`src/rtl/fpExpPkg.sv`:
```
package fpExpPkg;

  localparam int EXP_W   = 12;
  localparam int SHIFT_W = 6;
  localparam int BLK_W   = 4;

  localparam int SP_BIAS   = 127;
  localparam int DP_BIAS   = 1023;
  localparam int SP_MAXEXP = 255;
  localparam int DP_MAXEXP = 2047;
  localparam int SP_SHMAX  = 31;
  localparam int DP_SHMAX  = 63;
  localparam int INT_NARROW = 32;
  localparam int INT_WIDE   = 64;

  typedef enum logic [1:0] {
    OP_SUB    = 2'b00,
    OP_ADD    = 2'b01,
    OP_NORM   = 2'b10,
    OP_UNBIAS = 2'b11
  } expOp_e;

  typedef enum logic {
    SELA_IN = 1'b0,
    SELA_FB = 1'b1
  } selA_e;

  typedef enum logic {
    SELB_IN   = 1'b0,
    SELB_BIAS = 1'b1
  } selB_e;

  typedef struct packed {
    selA_e selA;
    selB_e selB;
    logic  invB;
    logic  load;
    logic  msbIsOvf;
    logic  shiftEn;
  } expCtrl_t;

  typedef struct packed {
    logic underflow;
    logic ovfSingle;
    logic ovfDouble;
    logic isOne;
    logic isZero;
    logic cvtLimit;
  } expFlags_t;

endpackage

```
`src/rtl/fpExpAdder.sv`:
```
module fpExpAdder #(
  parameter int W   = 12,
  parameter int BLK = 4
) (
  input  logic [W-1:0] a,
  input  logic [W-1:0] b,
  input  logic         cin,
  output logic [W-1:0] sum
);
  localparam int NBLK = W / BLK;

  logic [NBLK:0] carry;

  assign carry[0] = cin;

  for (genvar g = 0; g < NBLK; g++) begin : gBlk
    if (g == 0) begin : gRipple
      logic [BLK:0] full;
      assign full = (BLK+1)'(a[BLK-1:0]) + (BLK+1)'(b[BLK-1:0]) + (BLK+1)'(carry[0]);
      assign sum[BLK-1:0] = full[BLK-1:0];
      assign carry[1]     = full[BLK];
    end else begin : gSelect
      logic [BLK:0] withC0;
      logic [BLK:0] withC1;
      assign withC0 = (BLK+1)'(a[g*BLK +: BLK]) + (BLK+1)'(b[g*BLK +: BLK]);
      assign withC1 = (BLK+1)'(a[g*BLK +: BLK]) + (BLK+1)'(b[g*BLK +: BLK]) + (BLK+1)'(1);
      assign sum[g*BLK +: BLK] = carry[g] ? withC1[BLK-1:0] : withC0[BLK-1:0];
      assign carry[g+1]        = carry[g] ? withC1[BLK]     : withC0[BLK];
    end
  end
endmodule

```
`src/rtl/fpExpRange.sv`:
```
module fpExpRange
  import fpExpPkg::*;
#(
  parameter int W = EXP_W
) (
  input  logic [W-1:0] value,
  input  logic         msbIsOvf,
  input  logic         cvtLong,
  output expFlags_t    flags
);
  logic topBit;
  logic ovfBit;
  logic negBit;
  logic posVal;
  logic zeroVal;
  logic [W-1:0] intLim;

  always_comb begin
    topBit  = value[W-1];
    ovfBit  = topBit & msbIsOvf;
    negBit  = topBit & ~msbIsOvf;
    posVal  = ~topBit;
    zeroVal = (value == '0);
    intLim  = cvtLong ? W'(INT_WIDE) : W'(INT_NARROW);

    flags.underflow = negBit | zeroVal;
    flags.ovfSingle = ovfBit | (posVal & (value >= W'(SP_MAXEXP)));
    flags.ovfDouble = ovfBit | (posVal & (value >= W'(DP_MAXEXP)));
    flags.isOne     = (value == W'(1));
    flags.isZero    = zeroVal;
    flags.cvtLimit  = ovfBit | (posVal & (value >= intLim));
  end
endmodule

```
`src/rtl/fpExpCtrl.sv`:
```
module fpExpCtrl
  import fpExpPkg::*;
(
  input  logic       clk,
  input  logic       rstN,
  input  logic       opValid,
  input  logic [1:0] opCode,
  output expCtrl_t   ctrl,
  output logic       resValid
);
  expOp_e opDec;

  always_comb begin
    opDec         = expOp_e'(opCode);
    ctrl.selA     = SELA_IN;
    ctrl.selB     = SELB_IN;
    ctrl.invB     = 1'b0;
    ctrl.load     = opValid;
    ctrl.msbIsOvf = 1'b0;
    ctrl.shiftEn  = 1'b0;
    unique case (opDec)
      OP_SUB: begin
        ctrl.invB    = 1'b1;
        ctrl.shiftEn = 1'b1;
      end
      OP_ADD: begin
        ctrl.msbIsOvf = 1'b1;
      end
      OP_NORM: begin
        ctrl.selA = SELA_FB;
      end
      OP_UNBIAS: begin
        ctrl.selB = SELB_BIAS;
        ctrl.invB = 1'b1;
      end
      default: ;
    endcase
  end

  always_ff @(posedge clk or negedge rstN) begin
    if (!rstN) resValid <= 1'b0;
    else       resValid <= opValid;
  end
endmodule

```
`src/rtl/fpExpDatapath.sv`:
```
module fpExpDatapath
  import fpExpPkg::*;
#(
  parameter int W   = EXP_W,
  parameter int SW  = SHIFT_W,
  parameter int BLK = BLK_W
) (
  input  logic          clk,
  input  logic          rstN,
  input  expCtrl_t      ctrl,
  input  logic          isDouble,
  input  logic          cvtLong,
  input  logic [W-1:0]  expA,
  input  logic [W-1:0]  expB,
  output logic [W-1:0]  result,
  output logic [SW-1:0] shiftAmt,
  output expFlags_t     flags
);
  logic [W-1:0]  resultQ;
  logic [SW-1:0] shiftQ;
  expFlags_t     flagsQ;

  logic [W-1:0]  opA;
  logic [W-1:0]  opBRaw;
  logic [W-1:0]  opB;
  logic [W-1:0]  biasConst;
  logic [W-1:0]  sum;
  logic [W-1:0]  absDiff;
  logic [W-1:0]  shLim;
  logic [SW-1:0] shSat;
  expFlags_t     flagsD;

  // constant generator
  assign biasConst = isDouble ? W'(DP_BIAS) : W'(SP_BIAS);

  // operand and feedback muxes
  always_comb begin
    opA    = (ctrl.selA == SELA_FB) ? resultQ : expA;
    opBRaw = (ctrl.selB == SELB_BIAS) ? biasConst : expB;
    opB    = ctrl.invB ? ~opBRaw : opBRaw;
  end

  fpExpAdder #(.W(W), .BLK(BLK)) i_adder (
    .a   (opA),
    .b   (opB),
    .cin (ctrl.invB),
    .sum (sum)
  );

  // shift amount from the difference
  always_comb begin
    absDiff = sum[W-1] ? (~sum + W'(1)) : sum;
    shLim   = isDouble ? W'(DP_SHMAX) : W'(SP_SHMAX);
    shSat   = (absDiff > shLim) ? shLim[SW-1:0] : absDiff[SW-1:0];
  end

  fpExpRange #(.W(W)) i_range (
    .value    (sum),
    .msbIsOvf (ctrl.msbIsOvf),
    .cvtLong  (cvtLong),
    .flags    (flagsD)
  );

  always_ff @(posedge clk or negedge rstN) begin
    if (!rstN) begin
      resultQ <= '0;
      shiftQ  <= '0;
      flagsQ  <= '0;
    end else if (ctrl.load) begin
      resultQ <= sum;
      shiftQ  <= ctrl.shiftEn ? shSat : '0;
      flagsQ  <= flagsD;
    end
  end

  assign result   = resultQ;
  assign shiftAmt = shiftQ;
  assign flags    = flagsQ;
endmodule

```
`src/rtl/fpExpUnit.sv`:
```
module fpExpUnit
  import fpExpPkg::*;
(
  input  logic               clk,
  input  logic               rstN,
  input  logic               opValid,
  input  logic [1:0]         opCode,
  input  logic               isDouble,
  input  logic               cvtLong,
  input  logic [EXP_W-1:0]   expA,
  input  logic [EXP_W-1:0]   expB,
  output logic               resValid,
  output logic [EXP_W-1:0]   result,
  output logic [SHIFT_W-1:0] shiftAmt,
  output logic               underflow,
  output logic               ovfSingle,
  output logic               ovfDouble,
  output logic               isOne,
  output logic               isZero,
  output logic               cvtLimit
);
  expCtrl_t  ctrl;
  expFlags_t flags;

  fpExpCtrl i_ctrl (
    .clk      (clk),
    .rstN     (rstN),
    .opValid  (opValid),
    .opCode   (opCode),
    .ctrl     (ctrl),
    .resValid (resValid)
  );

  fpExpDatapath #(.W(EXP_W), .SW(SHIFT_W), .BLK(BLK_W)) i_dp (
    .clk      (clk),
    .rstN     (rstN),
    .ctrl     (ctrl),
    .isDouble (isDouble),
    .cvtLong  (cvtLong),
    .expA     (expA),
    .expB     (expB),
    .result   (result),
    .shiftAmt (shiftAmt),
    .flags    (flags)
  );

  assign underflow = flags.underflow;
  assign ovfSingle = flags.ovfSingle;
  assign ovfDouble = flags.ovfDouble;
  assign isOne     = flags.isOne;
  assign isZero    = flags.isZero;
  assign cvtLimit  = flags.cvtLimit;
endmodule

```
`config.mk`:
```
export PLATFORM = sky130hd
export DESIGN_NAME = fpExpUnit
export DESIGN_NICKNAME = d
export VERILOG_FILES = /design/src/rtl/fpExpPkg.sv /design/src/rtl/fpExpAdder.sv /design/src/rtl/fpExpRange.sv /design/src/rtl/fpExpCtrl.sv /design/src/rtl/fpExpDatapath.sv /design/src/rtl/fpExpUnit.sv
export SDC_FILE = /design/constraint.sdc
export NUM_CORES = 1
export LEC_CHECK = 0
export ABC_AREA = 1
export CAP_MARGIN = 20
export CORE_ASPECT_RATIO = 1.4
export CORE_MARGIN = 5
export CORE_UTILIZATION = 57
export DETAILED_ROUTE_END_ITERATION = 10
export GPL_TIMING_DRIVEN = 0
export PLACE_DENSITY_LB_ADDON = 0.25
export SYNTH_ARGS = -nofsm -noshare
export SYNTH_HDL_FRONTEND = slang
export SYNTH_SLANG_ARGS = --single-unit
```
`constraint.sdc`:
```
create_clock -name clk -period 6.9 [get_ports clk]
set_input_delay 1.38 -clock clk [delete_from_list [all_inputs] [get_ports clk]]
set_output_delay 1.38 -clock clk [all_outputs]
set_load 0.03 [all_outputs]
```
Word-level counts from Yosys, hierarchy flattened. Index checks and enable logic that the tools add are counted.

$add $sub $neg: 7. Multiply operators: 0. Divide/modulo/power cells: 0. $lt $le $gt $ge: 4. Eq/ne operators: 4. Shift operators: 0. Mux-type cells: 17. Bitwise gates (word level): 13. Reduce and logical (&&, ||, !) cells: 3.

Operators by type and width (count): $mux W12 (4); $not A12 Y12 (2); $mux W6 (3); $add A12 B1 Y12 const B (1); $eq A12 B1 Y1 const B (1); $ge A12 B11 Y1 const B (1); $ge A12 B7 Y1 (1); $ge A12 B8 Y1 const B (1); $gt A12 B12 Y1 (1); $logic_not A12 Y1 (1); $add A4 B4 Y5 (2); $mux W10 (1); $mux W4 (2); $mux W7 (1); $mux W1 (6); $add A5 B1 Y5 (1); $add A5 B1 Y5 const B (1); $and A1 B1 Y1 (5); $add A4 B1 Y4 const B (1); $add A4 B4 Y4 (1); $eq A2 B2 Y1 const B (2); $or A1 B1 Y1 (4); $eq A2 B1 Y1 const B (1); $logic_not A2 Y1 (1); 2 further kinds (3).

Flip-flop bits (word level): 25. Bits in latches: 0. Memory bits (writable): 0. ROM bits: 0. Bits of input ports: 31. Output and inout bits: 25. Logic and storage cells: 57. Memories kept: 0.

Logic depth before layout (Yosys ltp). Gate-level depths: netlist of the first run.

Depth after elaboration: 15. Gate-level depth with buffers: 33. Depth with buffers taken out: 32.

Modules after synthesis. Synthesis of the first run repeated with hierarchy kept, for this count alone.

Cells, all modules: 401. Area, all modules: 2605.0 sq um.

Modules (own cells, without submodules): fpExpDatapath (times used 1, cells an instance 256, area an instance 1669.1 sq um); fpExpAdder (times used 1, cells an instance 86, area an instance 595.6 sq um); fpExpRange (times used 1, cells an instance 50, area an instance 246.5 sq um); fpExpCtrl (times used 1, cells an instance 9, area an instance 93.8 sq um).

Worst setup path before layout of the first run. No wires, ideal clock.

Path kind: input -> register. Start: input port opCode[0]. End: register i_dp.shiftQ[0] (netlist: i_dp.shiftAmt[0]). Library setup time: 0.120 ns. Data arrival time: 4.927 ns. Required time: 6.780 ns. Slack: 1.852 ns. Stages on the path: 32. Path buffers: 1. Cell sequence: inv_1 > ha_1 > inv_1 > clkbuf_1 > nand2_1 > nand2_1 > ha_1 > inv_1 > fa_1 > inv_1 > ha_1 > nand2_2 > nor2_4 > nand2_1 > nand2_4 > nand2_4 > nand2_4 > nand2_4 > inv_2 > o21ai_0 > xor2_1 > inv_1 > ha_1 > inv_1 > nor2_1 > nand3_1 > nor2_1 > nand2_1 > nand2_2 > nand3_2 > o21ai_1 > nand2_1.

Longest elaborated chain between the ends: 15. Elaborated cells on any way between the ends: 27. Classes of those cells: 7 x add/sub; 1 x order compare; 2 x eq/ne; 13 x mux; 2 x bitwise; 2 x reduce/logical.

Ends and longest elaborated chain: from (decl) (line fpExpUnit.sv:7) `input logic [1:0] opCode,`; $eq A2 B2 Y1 (line fpExpCtrl.sv:21) `unique case (opDec)`; $mux W1 (line fpExpCtrl.sv:21); $mux W12 (line fpExpDatapath.sv:39) `opBRaw = (ctrl.selB == SELB_BIAS) ? biasConst : expB;`; $not A12 Y12 (line fpExpDatapath.sv:40) `opB = ctrl.invB ? ~opBRaw : opBRaw;`; $mux W12 (line fpExpDatapath.sv:40); $add A4 B4 Y5, on equally long branches (line fpExpAdder.sv:25, fpExpAdder.sv:26, fpExpAdder.sv:19); $add A5 B1 Y5, on equally long branches (line fpExpAdder.sv:26, fpExpAdder.sv:19); $mux W1 (line fpExpAdder.sv:28) `assign carry[g+1] = carry[g] ? withC1[BLK] : withC0[BLK];`; $mux W4 (line fpExpAdder.sv:27) `assign sum[g*BLK +: BLK] = carry[g] ? withC1[BLK-1:0] : withC0[BLK-1:0];`; $not A12 Y12 (line fpExpDatapath.sv:52) `absDiff = sum[W-1] ? (~sum + W'(1)) : sum;`; $add A12 B1 Y12 (line fpExpDatapath.sv:52); $mux W12 (line fpExpDatapath.sv:52); $gt A12 B12 Y1 (line fpExpDatapath.sv:54) `shSat = (absDiff > shLim) ? shLim[SW-1:0] : absDiff[SW-1:0];`; $mux W6 (line fpExpDatapath.sv:54); $mux W6 * (line fpExpDatapath.sv:71) `shiftQ <= ctrl.shiftEn ? shSat : '0;`; to (signal assigned) (line fpExpDatapath.sv:71); to (decl) (line fpExpDatapath.sv:20) `logic [SW-1:0] shiftQ;`.

Every way passes the cells marked *; elsewhere a longest branch is shown, timed or not. A chain may end at the register's enable or synchronous reset.

Worst setup path after layout of the first run.
Start: input port opCode[0]. End: register i_dp.shiftQ[1] (netlist: i_dp.shiftAmt[1]).

The elaborated chain is that of the path after synthesis.

==> results of run 1 <==
placed cells by master, fill, tap and decap left out, types with 2 or more instances in the layout:
master	n
sky130_fd_sc_hd__clkdlybuf4s50_1	55
sky130_fd_sc_hd__fa_1	3
sky130_fd_sc_hd__nand2_1	152
sky130_fd_sc_hd__clkbuf_8	3
sky130_fd_sc_hd__or2_2	3
sky130_fd_sc_hd__buf_6	2
sky130_fd_sc_hd__inv_2	3
sky130_fd_sc_hd__nand3_2	5
sky130_fd_sc_hd__nand4_1	6
sky130_fd_sc_hd__clkbuf_1	4
sky130_fd_sc_hd__dfrtp_1	25
sky130_fd_sc_hd__nand3_1	42
sky130_fd_sc_hd__o311ai_0	2
sky130_fd_sc_hd__xor2_1	14
sky130_fd_sc_hd__a21oi_1	7
sky130_fd_sc_hd__nand2_4	4
sky130_fd_sc_hd__inv_1	62
sky130_fd_sc_hd__nand2_2	5
sky130_fd_sc_hd__nor2_4	3
sky130_fd_sc_hd__ha_1	22
sky130_fd_sc_hd__nor2_2	2
sky130_fd_sc_hd__o21ai_0	20
sky130_fd_sc_hd__buf_4	2
sky130_fd_sc_hd__nand3b_1	2
sky130_fd_sc_hd__nor2_1	23
sky130_fd_sc_hd__o21ai_1	3
final cells by class:
type	instances	area, um^2
clock inverters	1	5.00
well taps	62	77.6
plain buffers	8	52.6
clock buffers	3	41.3
inverters	65	244
repair buffers	56	578
flip-flops and latches	25	626
fillers	381	1140
multi-input cells	326	1810
metrics by stage:
stage          hold slack [ns]  util (%)  std cells  power, mW
2_1_floorplan            0.662         -        424      0.838
3_3_place_gp             0.462      73.4        541       1.05
3_5_place_dp             0.468      74.0        542       1.08
4_1_cts                  0.498      75.0        546       1.18
5_1_grt                  0.523      75.0        546       1.29
6_report                 0.497      75.0        546       1.18
registers in the layout (all words and copies together) (netlist names):
| signal | count |
|---|---|
| i_dp.result | 12 |
| i_ctrl.resValid | 1 |
| i_dp.shiftAmt | 6 |
| i_dp.flags | 6 |
report_power, final:
part	internal, mW	switching, mW
clock	0.0404	0.0485
sequential	0.188	0.0279
combinational	0.311	0.568
routing by layer:
| metal | share of wire (%) | track usage (%) | up-vias |
|---|---|---|---|
| li1 | - | - | 1452 |
| met1 | 39 | 29.3 | 1330 |
| met2 | 52 | 43.1 | 104 |
| met3 | 6.2 | 3.30 | 22 |
| met4 | 3.6 | 12.3 | 0 |
| met5 | 0 | 0 | - |
kinds of logic after synthesis:
family                     count (synthesis)  share of synthesized area, %
xor gates and xnor gates                  15                          4.81
and+or+nand+nor                          251                          42.0
adders and majority gates                 25                          12.3
DFF                                       25                          22.9
buffers and inverters                     73                          10.9
AOI/OAI and AO/OA                         35                          7.06
worst register-to-register path: cells and delay by family, from the launching register on:
| kind | cells | cell delay (ns) |
|---|---|---|
| flops | 1 | 0.41 |
| compound gates | 2 | 0.28 |
| buf+inv | 5 | 0.47 |
| simple gates | 16 | 1.37 |
| xor+xnor | 1 | 0.28 |
| fa+ha+maj | 4 | 1.15 |
worst paths after layout:
kind / end / cells after the start
hold / removal: i_dp.shiftAmt[5]$_DFFE_PN0P_ / 2
max in group asynchronous: i_dp.shiftAmt[5]$_DFFE_PN0P_ / 2
setup / recovery: i_dp.shiftAmt[1]$_DFFE_PN0P_ / 33
setup reg to reg: i_dp.shiftAmt[1]$_DFFE_PN0P_ / 28
hold reg to reg: i_dp.shiftAmt[5]$_DFFE_PN0P_ / 2
min in group asynchronous: i_dp.result[9]$_DFFE_PN0P_ / 1
==> results.txt, run 1 <==
----------------------------------------------------
[Clocking]
  Number of setup buffers added after CTS ... 0
  Max H-tree Level ... 1
  CTS tree ... yes
  CTS Buffer Depth ... 2
  Worst skew pair latency ... 0.27 ns
  Cts bufs inserted ... 3
  TritonCTS Sinks ... 25
  Root Buffer ... sky130_fd_sc_hd__clkbuf_8
  Clock transition time at the flip-flop clock pins of the worst setup and hold paths ... 0.09 ns
  Post-CTS Resized ... 0
  Number of hold-repair buffers added at the cts stage ... 0

[Yosys]
  Main synth FF type ... sky130_fd_sc_hd__dfrtp_1
  Syn_nets ... 480
  Number of storage elements in the synthesis netlist ... 25
  Synth top area share ... around 23%
  Async set-or-reset flop fraction in the synthesized netlist ... 100%
  Top cells by area, synth ... sky130_fd_sc_hd__dfrtp_1 (23%), sky130_fd_sc_hd__nand2_1 (21%), sky130_fd_sc_hd__ha_1 (10%)
  Sequential fraction of the synthesis area ... 22.9%
  Avg Cell Area, Syn ... between 6 and 7 um^2
  Cell type contributing the most total cell area after synthesis ... sky130_fd_sc_hd__dfrtp_1
  Cell variety after synth ... 32
  Post-synthesis instance area ... 2730 um^2
  Count leader, synth ... sky130_fd_sc_hd__nand2_1
  Synthesized instance count ... between 400 and 500
  Most used standard cells in the synthesized netlist ... sky130_fd_sc_hd__nand2_1 (152), sky130_fd_sc_hd__inv_1 (62), sky130_fd_sc_hd__nand3_1 (42), sky130_fd_sc_hd__dfrtp_1 (25), sky130_fd_sc_hd__nor2_1 (23)
  Ys Warns ... 0
  Number of synthesized flops with an enable pin ... 0

[Finish]
  Ratio of cells with drive above 1 in the final layout ... 7.64%
  Area added between synthesis and finish ... 25.7%
  Non-Filler Cell Area, Final ... 3430 um^2
  Net count of the finished layout ... roughly 540
  Count of antenna diodes in the layout ... 0

[Setup path]
  Critical path class ... in -> reg
  Crit end category ... register
  Arrival time reported for the critical path endpoint ... 6.36 ns
  Most used cell, CP ... sky130_fd_sc_hd__inv_1
  Slowest stage cell on the critical path ... sky130_fd_sc_hd__clkdlybuf4s50_1
  Worst path required time ... 7.06 ns
  Critical Path Source Type ... input pin
  Origin of the critical flop-to-flop path ... i_dp.result[4]$_DFFE_PN0P_
  Cell class contributing the biggest share of worst-path delay ... buffers and inverters
  Largest stage delay, worst path ... 0.52 ns
  Highest net fanout along the worst path ... 10
  FF-to-FF setup slack ... 2.86 ns
  Start point of the critical path ... opCode[0]
  Count of buffer and inverter cells on the critical path ... 9

[Die]
  Core footprint ... 4570 um^2
  Chip Width ... roughly 68 um
  Rows ... 29
  Initial cell density of the core ... 59.7%
  I/O Pins ... 56
  Height of the die ... 91.9 um
  Die area ... between 6000 and 7000 um^2

[Placement]
  # port buffers ... 55
  Post-DP Area ... 3380 um^2
  Routability cong. ... 0.896
  Minimum setup slack after placement ... around 0.44 ns
  Half-perimeter wire length of the detailed placement result ... 6.08 mm

[Detailed routing]
  DRC ... 0
  Vias ... between 2000 and 3000
  Detailed Route WL ... 7.50 mm
  Vias per std cell ... approximately 5.3
  Iteration count of the initial detailed-routing pass ... 5
  Post-DRT Antenna Nets ... 0
  1st-iter DRT viols ... 152
  Average wire per cell in the routed design ... 13.7 um

[Timing]
  Post-layout worst setup margin ... ~0.7 ns
  Slew margin rel. ... 60.1%
  Final worst path period need ... approximately 6.2 ns
  Final count of hold timing violations ... 0
  Peak Freq ... 0.161 GHz
  Final Max Slew Viols ... 0
  Final worst-path cycle share ... approximately nine tenths
  Setup Total Neg Slack ... 0 ns
  Count of endpoints failing setup in the final report ... 0
  Tightest Pin Transition ... 0.599 ns
  RSZ-0062 raised after global routing ... no
  Final Skew ... 0.00845 ns

[Worst hold path]
  Launch instance of the worst min-delay path ... i_dp.shiftAmt[5]$_DFFE_PN0P_
  Worst hold path type ... reg -> reg

[GRT]
  Pin count of the biggest net entering global routing ... 20
  Number of antenna violations at the first check in global routing ... 0
  Final global-route overflow total ... 0
  Wire length of the first global-routing pass ... 12.4 mm
  Number of global-route vias before repair ... 2868
  Total global-route track usage ... 25.0%

[Pwr]
  Largest voltage drop on the vdd net ... 0.000213 V
  Static Leakage ... 1.86 nW
  Total power density per cell area ... roughly 350 nW/um^2

[Job]
  MaxCap Viol Count ... 0

[Outcome]
  Result of the run ... complete, no violations

----------------------------------------------------
(Power assumes the default switching activity.)
==> run 2, diff against run 1 <==
--- a/config.mk
+++ b/config.mk
@@ -10,6 +10,7 @@
 export CORE_ASPECT_RATIO = 1.4
 export CORE_MARGIN = 5
 export CORE_UTILIZATION = 57
+export CTS_CLUSTER_DIAMETER = 100
 export DETAILED_ROUTE_END_ITERATION = 10
 export GPL_TIMING_DRIVEN = 0
 export PLACE_DENSITY_LB_ADDON = 0.25
==> results of run 2 <==
Same layout as run 1: the final DEF is identical, and so are final timing and power.
